## config.mk

```make
export PLATFORM = sky130hd
export DESIGN_NAME = netc_csr_port
export DESIGN_NICKNAME = d
export VERILOG_FILES = /design/src/rtl/netc_csr_pkg.sv /design/src/rtl/netc_csr0_ctl.sv /design/src/rtl/netc_cfg_regs.sv /design/src/rtl/netc_csr_port.sv
export SDC_FILE = /design/constraint.sdc
export NUM_CORES = 1
export LEC_CHECK = 0
export BUFFER_PORTS_ARGS = -buffer_cell sky130_fd_sc_hd__clkbuf_2
export CORE_UTILIZATION = 40
export CTS_CLUSTER_DIAMETER = 150
export CTS_CLUSTER_SIZE = 40
export DETAILED_ROUTE_END_ITERATION = 7
export HOLD_SLACK_MARGIN = 0.02
export PLACE_DENSITY = 0.66
export SYNTH_ARGS = -nofsm -noshare
export SYNTH_HDL_FRONTEND = slang
export SYNTH_SLANG_ARGS = --single-unit
```

## constraint.sdc

```tcl
create_clock -name clk_i -period 3.24 [get_ports clk_i]
set_input_delay 0.162 -clock clk_i [delete_from_list [all_inputs] [get_ports clk_i]]
set_output_delay 0.162 -clock clk_i [all_outputs]
set_load 0.02 [all_outputs]
```

## src/rtl/netc_csr_pkg.sv

```systemverilog
package netc_csr_pkg;
  localparam int DATA_W  = 16;
  localparam int NUM_CSR = 4;
  localparam int PTR_W   = $clog2(NUM_CSR);
  localparam int NUM_CFG = NUM_CSR - 1;
  localparam int N_EVT   = 7;
  localparam int MODE_W  = 3;
  localparam int ADDR_W  = 2 * DATA_W;

  // register 0 bit positions (host software decodes these)
  localparam int B_INIT = 0;
  localparam int B_STRT = 1;
  localparam int B_STOP = 2;
  localparam int B_POLL = 3;
  localparam int B_INEA = 6;
  localparam int B_EVT0 = 8;
  localparam int B_ERR0 = 11;  // first flag feeding the error summary

  localparam logic [DATA_W-1:0] MODE_MASK = DATA_W'((1 << MODE_W) - 1);
endpackage

```

## src/rtl/netc_csr0_ctl.sv

```systemverilog
module netc_csr0_ctl
  import netc_csr_pkg::*;
(
  input  logic              clk_i,
  input  logic              rst_ni,
  input  logic              wr_i,
  input  logic [DATA_W-1:0] wdata_i,
  input  logic [N_EVT-1:0]  evt_i,
  output logic [DATA_W-1:0] csr0_o,
  output logic              stopped_o,
  output logic              tx_on_o,
  output logic              rx_on_o,
  output logic              irq_o,
  output logic              init_cmd_o,
  output logic              start_cmd_o,
  output logic              stop_cmd_o,
  output logic              tx_poll_o
);
  localparam int ERR_LO = B_ERR0 - B_EVT0;

  logic stopped_q, busy_q, txon_q, rxon_q, inea_q;
  logic init_q, start_q, stop_q, poll_q;
  logic [N_EVT-1:0] flags_q;
  logic do_stop, do_init, do_start, do_poll;
  logic intr, err;

  assign do_stop  = wr_i & wdata_i[B_STOP];
  assign do_init  = wr_i & wdata_i[B_INIT] & stopped_q & ~do_stop;
  assign do_start = wr_i & wdata_i[B_STRT] & ~do_stop;
  assign do_poll  = wr_i & wdata_i[B_POLL] & txon_q & ~do_stop;

  always_ff @(posedge clk_i or negedge rst_ni) begin
    if (!rst_ni) begin
      stopped_q <= 1'b1;
      busy_q    <= 1'b0;
      txon_q    <= 1'b0;
      rxon_q    <= 1'b0;
      inea_q    <= 1'b0;
      init_q    <= 1'b0;
      start_q   <= 1'b0;
      stop_q    <= 1'b0;
      poll_q    <= 1'b0;
    end else begin
      init_q  <= do_init;
      start_q <= do_start;
      stop_q  <= do_stop;
      poll_q  <= do_poll;
      if (wr_i) inea_q <= wdata_i[B_INEA];
      if (do_stop) begin
        stopped_q <= 1'b1;
        txon_q    <= 1'b0;
        rxon_q    <= 1'b0;
        busy_q    <= 1'b0;
      end else begin
        if (do_start) begin
          stopped_q <= 1'b0;
          txon_q    <= 1'b1;
          rxon_q    <= 1'b1;
        end
        if (do_init)       busy_q <= 1'b1;
        else if (evt_i[0]) busy_q <= 1'b0;
      end
    end
  end

  // sticky flags: event set beats write-one-to-clear; stop clears all
  for (genvar k = 0; k < N_EVT; k++) begin : g_flag
    always_ff @(posedge clk_i or negedge rst_ni) begin
      if (!rst_ni)                             flags_q[k] <= 1'b0;
      else if (do_stop)                        flags_q[k] <= 1'b0;
      else if (evt_i[k])                       flags_q[k] <= 1'b1;
      else if (wr_i && wdata_i[B_EVT0 + k])    flags_q[k] <= 1'b0;
    end
  end

  assign intr = |flags_q;
  assign err  = |flags_q[N_EVT-1:ERR_LO];

  assign csr0_o = {err, flags_q, intr, inea_q, rxon_q, txon_q,
                   1'b0, stopped_q, ~stopped_q, busy_q};
  assign stopped_o   = stopped_q;
  assign tx_on_o     = txon_q;
  assign rx_on_o     = rxon_q;
  assign irq_o       = intr & inea_q;
  assign init_cmd_o  = init_q;
  assign start_cmd_o = start_q;
  assign stop_cmd_o  = stop_q;
  assign tx_poll_o   = poll_q;

  assert_stop_clears_R3: assert property (@(posedge clk_i) disable iff (!rst_ni)
    do_stop |=> (stopped_q && !txon_q && !rxon_q && flags_q == '0 && !start_cmd_o));
  assert_init_when_stopped_R4: assert property (@(posedge clk_i) disable iff (!rst_ni)
    $rose(init_cmd_o) |-> $past(stopped_q));
  assert_poll_needs_tx_R6: assert property (@(posedge clk_i) disable iff (!rst_ni)
    tx_poll_o |-> txon_q);
  assert_flag_sticky_R7: assert property (@(posedge clk_i) disable iff (!rst_ni)
    (evt_i[1] && !do_stop) |=> flags_q[1]);
  assert_irq_gated_R9: assert property (@(posedge clk_i) disable iff (!rst_ni)
    irq_o |-> inea_q);
endmodule

```

## src/rtl/netc_cfg_regs.sv

```systemverilog
module netc_cfg_regs
  import netc_csr_pkg::*;
(
  input  logic                           clk_i,
  input  logic                           rst_ni,
  input  logic                           wr_i,
  input  logic [PTR_W-1:0]               idx_i,
  input  logic [DATA_W-1:0]              wdata_i,
  input  logic                           stopped_i,
  output logic [NUM_CFG-1:0][DATA_W-1:0] cfg_o,
  output logic [DATA_W-1:0]              rdata_o
);
  logic [NUM_CFG-1:0][DATA_W-1:0] cfg_q;

  for (genvar g = 0; g < NUM_CFG; g++) begin : g_reg
    localparam logic [DATA_W-1:0] MASK = (g == NUM_CFG - 1) ? MODE_MASK : '1;
    always_ff @(posedge clk_i or negedge rst_ni) begin
      if (!rst_ni) cfg_q[g] <= '0;
      else if (wr_i && stopped_i && idx_i == PTR_W'(g)) cfg_q[g] <= wdata_i & MASK;
    end
  end

  always_comb begin
    rdata_o = '0;
    for (int g = 0; g < NUM_CFG; g++)
      if (idx_i == PTR_W'(g)) rdata_o = cfg_q[g];
  end

  assign cfg_o = cfg_q;

  assert_cfg_locked_R10: assert property (@(posedge clk_i) disable iff (!rst_ni)
    !stopped_i |=> $stable(cfg_q));
endmodule

```

## src/rtl/netc_csr_port.sv

```systemverilog
module netc_csr_port
  import netc_csr_pkg::*;
(
  input  logic              clk_i,
  input  logic              rst_ni,
  input  logic              port_sel_i,
  input  logic              wr_i,
  input  logic [15:0]       wdata_i,
  output logic [15:0]       rdata_o,
  input  logic [6:0]        evt_i,
  output logic              init_cmd_o,
  output logic              start_cmd_o,
  output logic              stop_cmd_o,
  output logic              tx_poll_o,
  output logic              tx_on_o,
  output logic              rx_on_o,
  output logic              irq_o,
  output logic [31:0]       init_addr_o,
  output logic [2:0]        bus_mode_o
);
  logic [PTR_W-1:0]               ptr_q;
  logic [PTR_W-1:0]               cfg_idx;
  logic                           data_wr, csr0_wr, cfg_wr, stopped;
  logic [DATA_W-1:0]              csr0, cfg_rdata;
  logic [NUM_CFG-1:0][DATA_W-1:0] cfg;

  always_ff @(posedge clk_i or negedge rst_ni) begin
    if (!rst_ni)                  ptr_q <= '0;
    else if (wr_i && port_sel_i)  ptr_q <= wdata_i[PTR_W-1:0];
  end

  assign data_wr = wr_i & ~port_sel_i;
  assign csr0_wr = data_wr & (ptr_q == '0);
  assign cfg_wr  = data_wr & (ptr_q != '0);
  assign cfg_idx = ptr_q - PTR_W'(1);

  netc_csr0_ctl u_csr0 (
    .clk_i       (clk_i),
    .rst_ni      (rst_ni),
    .wr_i        (csr0_wr),
    .wdata_i     (wdata_i),
    .evt_i       (evt_i),
    .csr0_o      (csr0),
    .stopped_o   (stopped),
    .tx_on_o     (tx_on_o),
    .rx_on_o     (rx_on_o),
    .irq_o       (irq_o),
    .init_cmd_o  (init_cmd_o),
    .start_cmd_o (start_cmd_o),
    .stop_cmd_o  (stop_cmd_o),
    .tx_poll_o   (tx_poll_o)
  );

  netc_cfg_regs u_cfg (
    .clk_i     (clk_i),
    .rst_ni    (rst_ni),
    .wr_i      (cfg_wr),
    .idx_i     (cfg_idx),
    .wdata_i   (wdata_i),
    .stopped_i (stopped),
    .cfg_o     (cfg),
    .rdata_o   (cfg_rdata)
  );

  always_comb begin
    if (port_sel_i)        rdata_o = DATA_W'(ptr_q);
    else if (ptr_q == '0)  rdata_o = csr0;
    else                   rdata_o = cfg_rdata;
  end

  assign init_addr_o = {cfg[1], cfg[0]};
  assign bus_mode_o  = cfg[NUM_CFG-1][MODE_W-1:0];

  assert_ptr_load_R1: assert property (@(posedge clk_i) disable iff (!rst_ni)
    (wr_i && port_sel_i) |=> (ptr_q == $past(wdata_i[PTR_W-1:0])));
  assert_stop_pulse_R3: assert property (@(posedge clk_i) disable iff (!rst_ni)
    stop_cmd_o |-> (!tx_on_o && !rx_on_o && !irq_o));
endmodule

```

==> impl_metrics.xml <==
<?xml version="1.0" encoding="UTF-8"?>
<metrics>
  <group name="final_layout">
    <metric name="final_net_count" unit="">317</metric>
    <metric name="fillCellCount" unit="">566</metric>
    <metric name="insertedDiodeCount" unit="">0</metric>
    <metric name="layout.cells.non_filler" unit="">366</metric>
    <metric name="final_layout_size_suffix_gt1_share" unit="%">42.3</metric>
    <metric name="fin_util" unit="%">51.6</metric>
    <metric name="area_growth" unit="%">22.5</metric>
  </group>
  <group name="setup_path">
    <metric name="r2r_start" unit="">ptr_q[1]</metric>
    <metric name="critical_path_peak_fanout" unit="">17</metric>
    <metric name="regToRegEndpoint" unit="">u_cfg.cfg_o[29]</metric>
    <metric name="crit_path_end_kind" unit="">primary output</metric>
    <metric name="rr_worst_depth" unit="">4</metric>
    <metric name="worst_path_largest_cell_delay" unit="ns">0.73</metric>
    <metric name="critPathLaunchType" unit="">register</metric>
    <metric name="worstPathRequired" unit="ns">3.08</metric>
    <metric name="path_cells" unit="">buf_4 -&gt; nor2_1 -&gt; a221oi_1 -&gt; clkbuf_2</metric>
    <metric name="critPathSlowestCell" unit="">dfrtp_1</metric>
    <metric name="critical_path_class" unit="">reg -&gt; out</metric>
    <metric name="worst-endpoint-arrival" unit="ns">2.15</metric>
    <metric name="ff_to_ff_setup_slack" unit="ns">1.13</metric>
  </group>
  <group name="synth">
    <metric name="synthDominantAreaCellType" unit="">dfrtp_1</metric>
    <metric name="synthDistinctLibCells" unit="">38</metric>
    <metric name="syn_nets" unit="">233</metric>
    <metric name="syn_area_per_cell" unit="sq um">12.3</metric>
    <metric name="synth_top_cell_area_share" unit="%">50.6</metric>
    <metric name="syn-cell-area" unit="sq um">2520</metric>
    <metric name="synth-seq-area-share" unit="%">51.6</metric>
    <metric name="synthesis.instances" unit="">206</metric>
    <metric name="synth_area_leaders" unit="">dfrtp_1 (51%), mux2_1 (9.8%), mux2_4 (5.9%)</metric>
    <metric name="ys_seq_elements" unit="">52</metric>
    <metric name="ys.warnings.count" unit="">0</metric>
  </group>
  <group name="global_route">
    <metric name="grt_antenna_before_repair" unit="">0</metric>
    <metric name="pin_count_of_the_biggest_net_entering_global_routing" unit="">28</metric>
    <metric name="grt_pass1_vias" unit="">1870</metric>
    <metric name="global_route_wire_length_before_repair" unit="um">9630</metric>
    <metric name="groute.usage.overall" unit="%">19.8</metric>
    <metric name="grt_remaining_overflow" unit="">0</metric>
  </group>
  <group name="cts">
    <metric name="cts_sinks" unit="">52</metric>
    <metric name="resized_cells_post_cts" unit="">0</metric>
    <metric name="buffer_cell_driving_the_clock_tree_root" unit="">clkbuf_8</metric>
    <metric name="cts_setup_buffers" unit="">0</metric>
    <metric name="cts_htree_levels" unit="">2</metric>
    <metric name="ctsHoldBuffers" unit="">1</metric>
    <metric name="clock_insertion_delay_worst_skew" unit="ns">0.31</metric>
    <metric name="clock_transition_at_path_regs" unit="ns">0.10</metric>
    <metric name="cts_inserted_buffers" unit="">5</metric>
    <metric name="cts-root-to-sink-buffers" unit="">2</metric>
    <metric name="cts_tree" unit="">built</metric>
  </group>
  <group name="sta">
    <metric name="slew_headroom" unit="%">50.6</metric>
    <metric name="timing.final.hold_violations" unit="">0</metric>
    <metric name="fin_worst_skew" unit="ns">0.0100</metric>
    <metric name="finalWorstSetupSlack" unit="ns">0.928</metric>
    <metric name="grt_setup_unrepaired" unit="">no</metric>
    <metric name="worst_slew_pin_slew" unit="ns">0.741</metric>
    <metric name="setup-tns-final" unit="ns">0</metric>
    <metric name="timing.final.crit_share" unit="%">71.4</metric>
    <metric name="slew_violations" unit="">0</metric>
    <metric name="achievable-frequency" unit="GHz">0.433</metric>
    <metric name="min_period" unit="ns">2.31</metric>
    <metric name="finalSetupViolations" unit="">0</metric>
  </group>
  <group name="placed_design">
    <metric name="dp.cells" unit="">357</metric>
    <metric name="io_buffers" unit="">84</metric>
    <metric name="pre_cts_ws" unit="ns">1.11</metric>
    <metric name="dp.final_hpwl" unit="um">4450</metric>
    <metric name="routabilityCongestion" unit="">0.788</metric>
  </group>
  <group name="drt">
    <metric name="vias_after_detailed_routing" unit="">1934</metric>
    <metric name="wl" unit="um">6010</metric>
    <metric name="drt_pass1_iterations" unit="">4</metric>
    <metric name="ant_nets" unit="">0</metric>
    <metric name="drt_first_iter_violations" unit="">106</metric>
    <metric name="drc_violations_left" unit="">0</metric>
    <metric name="routed_wire_length_per_instance" unit="um">16.4</metric>
    <metric name="viasPerCell" unit="">5.28</metric>
  </group>
  <group name="pwr">
    <metric name="vdd_ir_drop_max" unit="mV">0.420</metric>
    <metric name="power.density_cell_area" unit="nW/um^2">853</metric>
    <metric name="total_leakage_power" unit="nW">1.52</metric>
    <metric name="overall_power_of_the_completed_layout" unit="mW">2.64</metric>
  </group>
  <group name="min_path">
    <metric name="worst_hold_path.endpoint" unit="">u_csr0.csr0_o[14]</metric>
    <metric name="worstHoldPathCells" unit="">2</metric>
    <metric name="worst_hold_path_type" unit="">in -&gt; reg</metric>
    <metric name="worstHoldStart" unit="">evt_i[6]</metric>
  </group>
  <group name="floorplan">
    <metric name="floorplan.rows" unit="">28</metric>
    <metric name="initial_core_util" unit="%">42.1</metric>
    <metric name="top_level_pins" unit="">85</metric>
    <metric name="die-width" unit="um">81.4</metric>
    <metric name="floorplan.die_area" unit="sq um">6630</metric>
    <metric name="die_h" unit="um">81.4</metric>
    <metric name="placeableCoreArea" unit="sq um">5990</metric>
  </group>
  <group name="outcome">
    <metric name="run_status" unit="">complete, no violations</metric>
  </group>
  <group name="flow_run">
    <metric name="cap_viol_max_count" unit="">0</metric>
  </group>
</metrics>
-- how the worst max path moves through the flow --
| stage | cells after the start | slack, ns | startpoint | end |
|---|---|---|---|---|
| floorplan | 4 | 1.59 | ptr_q[0] | rdata_o[7] |
| CTS | 4 | 0.90 | ptr_q[0] | rdata_o[7] |
| finish | 4 | 0.93 | ptr_q[0] | rdata_o[7] |
| global route | 4 | 0.82 | ptr_q[0] | rdata_o[7] |
| detailed placement | 4 | 1.11 | ptr_q[1] | u_cfg.cfg_o[16] |
| global placement | 5 | 1.15 | ptr_q[1] | u_csr0.busy_q |
-- cell families after synthesis --
logic type,count (synthesis),synth area share (%)
and+or+nand+nor,50,11.0
buffers and inverters,16,3.87
muxes,49,23.4
DFF,52,51.6
AOI/OAI and AO/OA,39,10.2
-- power breakdown --
| group | internal, mW | leakage, nW | switching [mW] | total (mW) |
|---|---|---|---|---|
| Sequential | 0.898 | 0.626 | 0.230 | 1.13 |
| Clock | 0.154 | 0.0414 | 0.222 | 0.376 |
| Combinational | 0.494 | 0.856 | 0.640 | 1.13 |
| Total | 1.55 | 1.52 | 1.09 | 2.64 |
-- cells in the mapped netlist (all sizes together) --
| master | number |
|---|---|
| a21boi | 7 |
| a21o | 4 |
| a21oi | 13 |
| a221oi | 1 |
| a22oi | 2 |
| a2bb2oi | 1 |
| a31oi | 1 |
| and2 | 1 |
| and3b | 3 |
| and4b | 1 |
| buf | 9 |
| clkbuf | 5 |
| dfrtp | 51 |
| dfstp | 1 |
| inv | 2 |
| mux2 | 40 |
| mux2i | 8 |
| mux4 | 1 |
| nand2 | 17 |
| nand2b | 3 |
| nand3 | 2 |
| nand3b | 2 |
| nor2 | 6 |
| nor2b | 4 |
| nor4 | 1 |
| nor4b | 1 |
| o21a | 7 |
| o21ai | 2 |
| o31ai | 1 |
| or2 | 8 |
| or4 | 1 |
-- sequential cells by signal, indices dropped and copies added (netlist names) --
signal,count
u_csr0.rx_on_o,1
u_csr0.stop_cmd_o,1
u_csr0.busy_q,1
u_csr0.init_cmd_o,1
u_cfg.cfg_o,35
u_csr0.csr0_o,7
u_csr0.tx_poll_o,1
u_csr0.start_cmd_o,1
u_csr0.inea_q,1
ptr_q,2
u_csr0.stopped_o,1
-- stage by stage --
stage | area (sq um) | hold slack (ns)
after CTS | 3090 | 0.0529
after global routing | 3090 | 0.0407
after global placement | 2990 | 0.228
final | 3090 | 0.0600
after detailed placement | 2990 | 0.227
after floorplan | 2520 | -0.134
-- worst max-delay path, delay by kind of cell, from the launching register on --
kind                   cells  cell delay, ns
AO/OA/AOI/OAI              1            0.42
buffers and inverters      2            0.58
flip-flops                 1            0.73
AND/OR/NAND/NOR            1            0.10
-- routing by layer --
| layer | vias up | global-route usage, % | wire, um |
|---|---|---|---|
| met2 | 66 | 30.3 | 2810 |
| met1 | 964 | 27.5 | 2800 |
| met4 | 0 | 7.14 | 97 |
| met5 | - | 0 | 0 |
| li1 | 895 | - | - |
| met3 | 9 | 4.11 | 311 |
-- layout make-up --
class                      count  area, sq um  area share (%)
clock buffer                   6         72.6            2.35
clock inverter                 2         16.3           0.526
inverter                       2         7.51           0.243
multi-input combinational    138         1120            36.3
sequential                    52         1300            42.1
tap                           75         93.8            3.04
timing repair buffer          91          475            15.4
-- placed cells by master, fill, tap and decap left out, types with 2 or more instances in the layout --
cell type and n:
mux2_1 22, o21ai_0 2, dfrtp_1 51, clkbuf_8 5
mux2i_1 8, a21o_1 4, or2_2 4, a21oi_1 13
nand2b_1 3, nor2b_1 4, nand3b_1 2, mux2_2 8
and3b_1 3, mux2_4 10, clkbuf_2 84, a22oi_1 2
nor2_1 6, buf_4 6, or2_1 4, a21boi_1 6
nand3_1 2, nand2_1 17, o21a_1 7
Note: power is estimated with default switching activity, not from simulation.
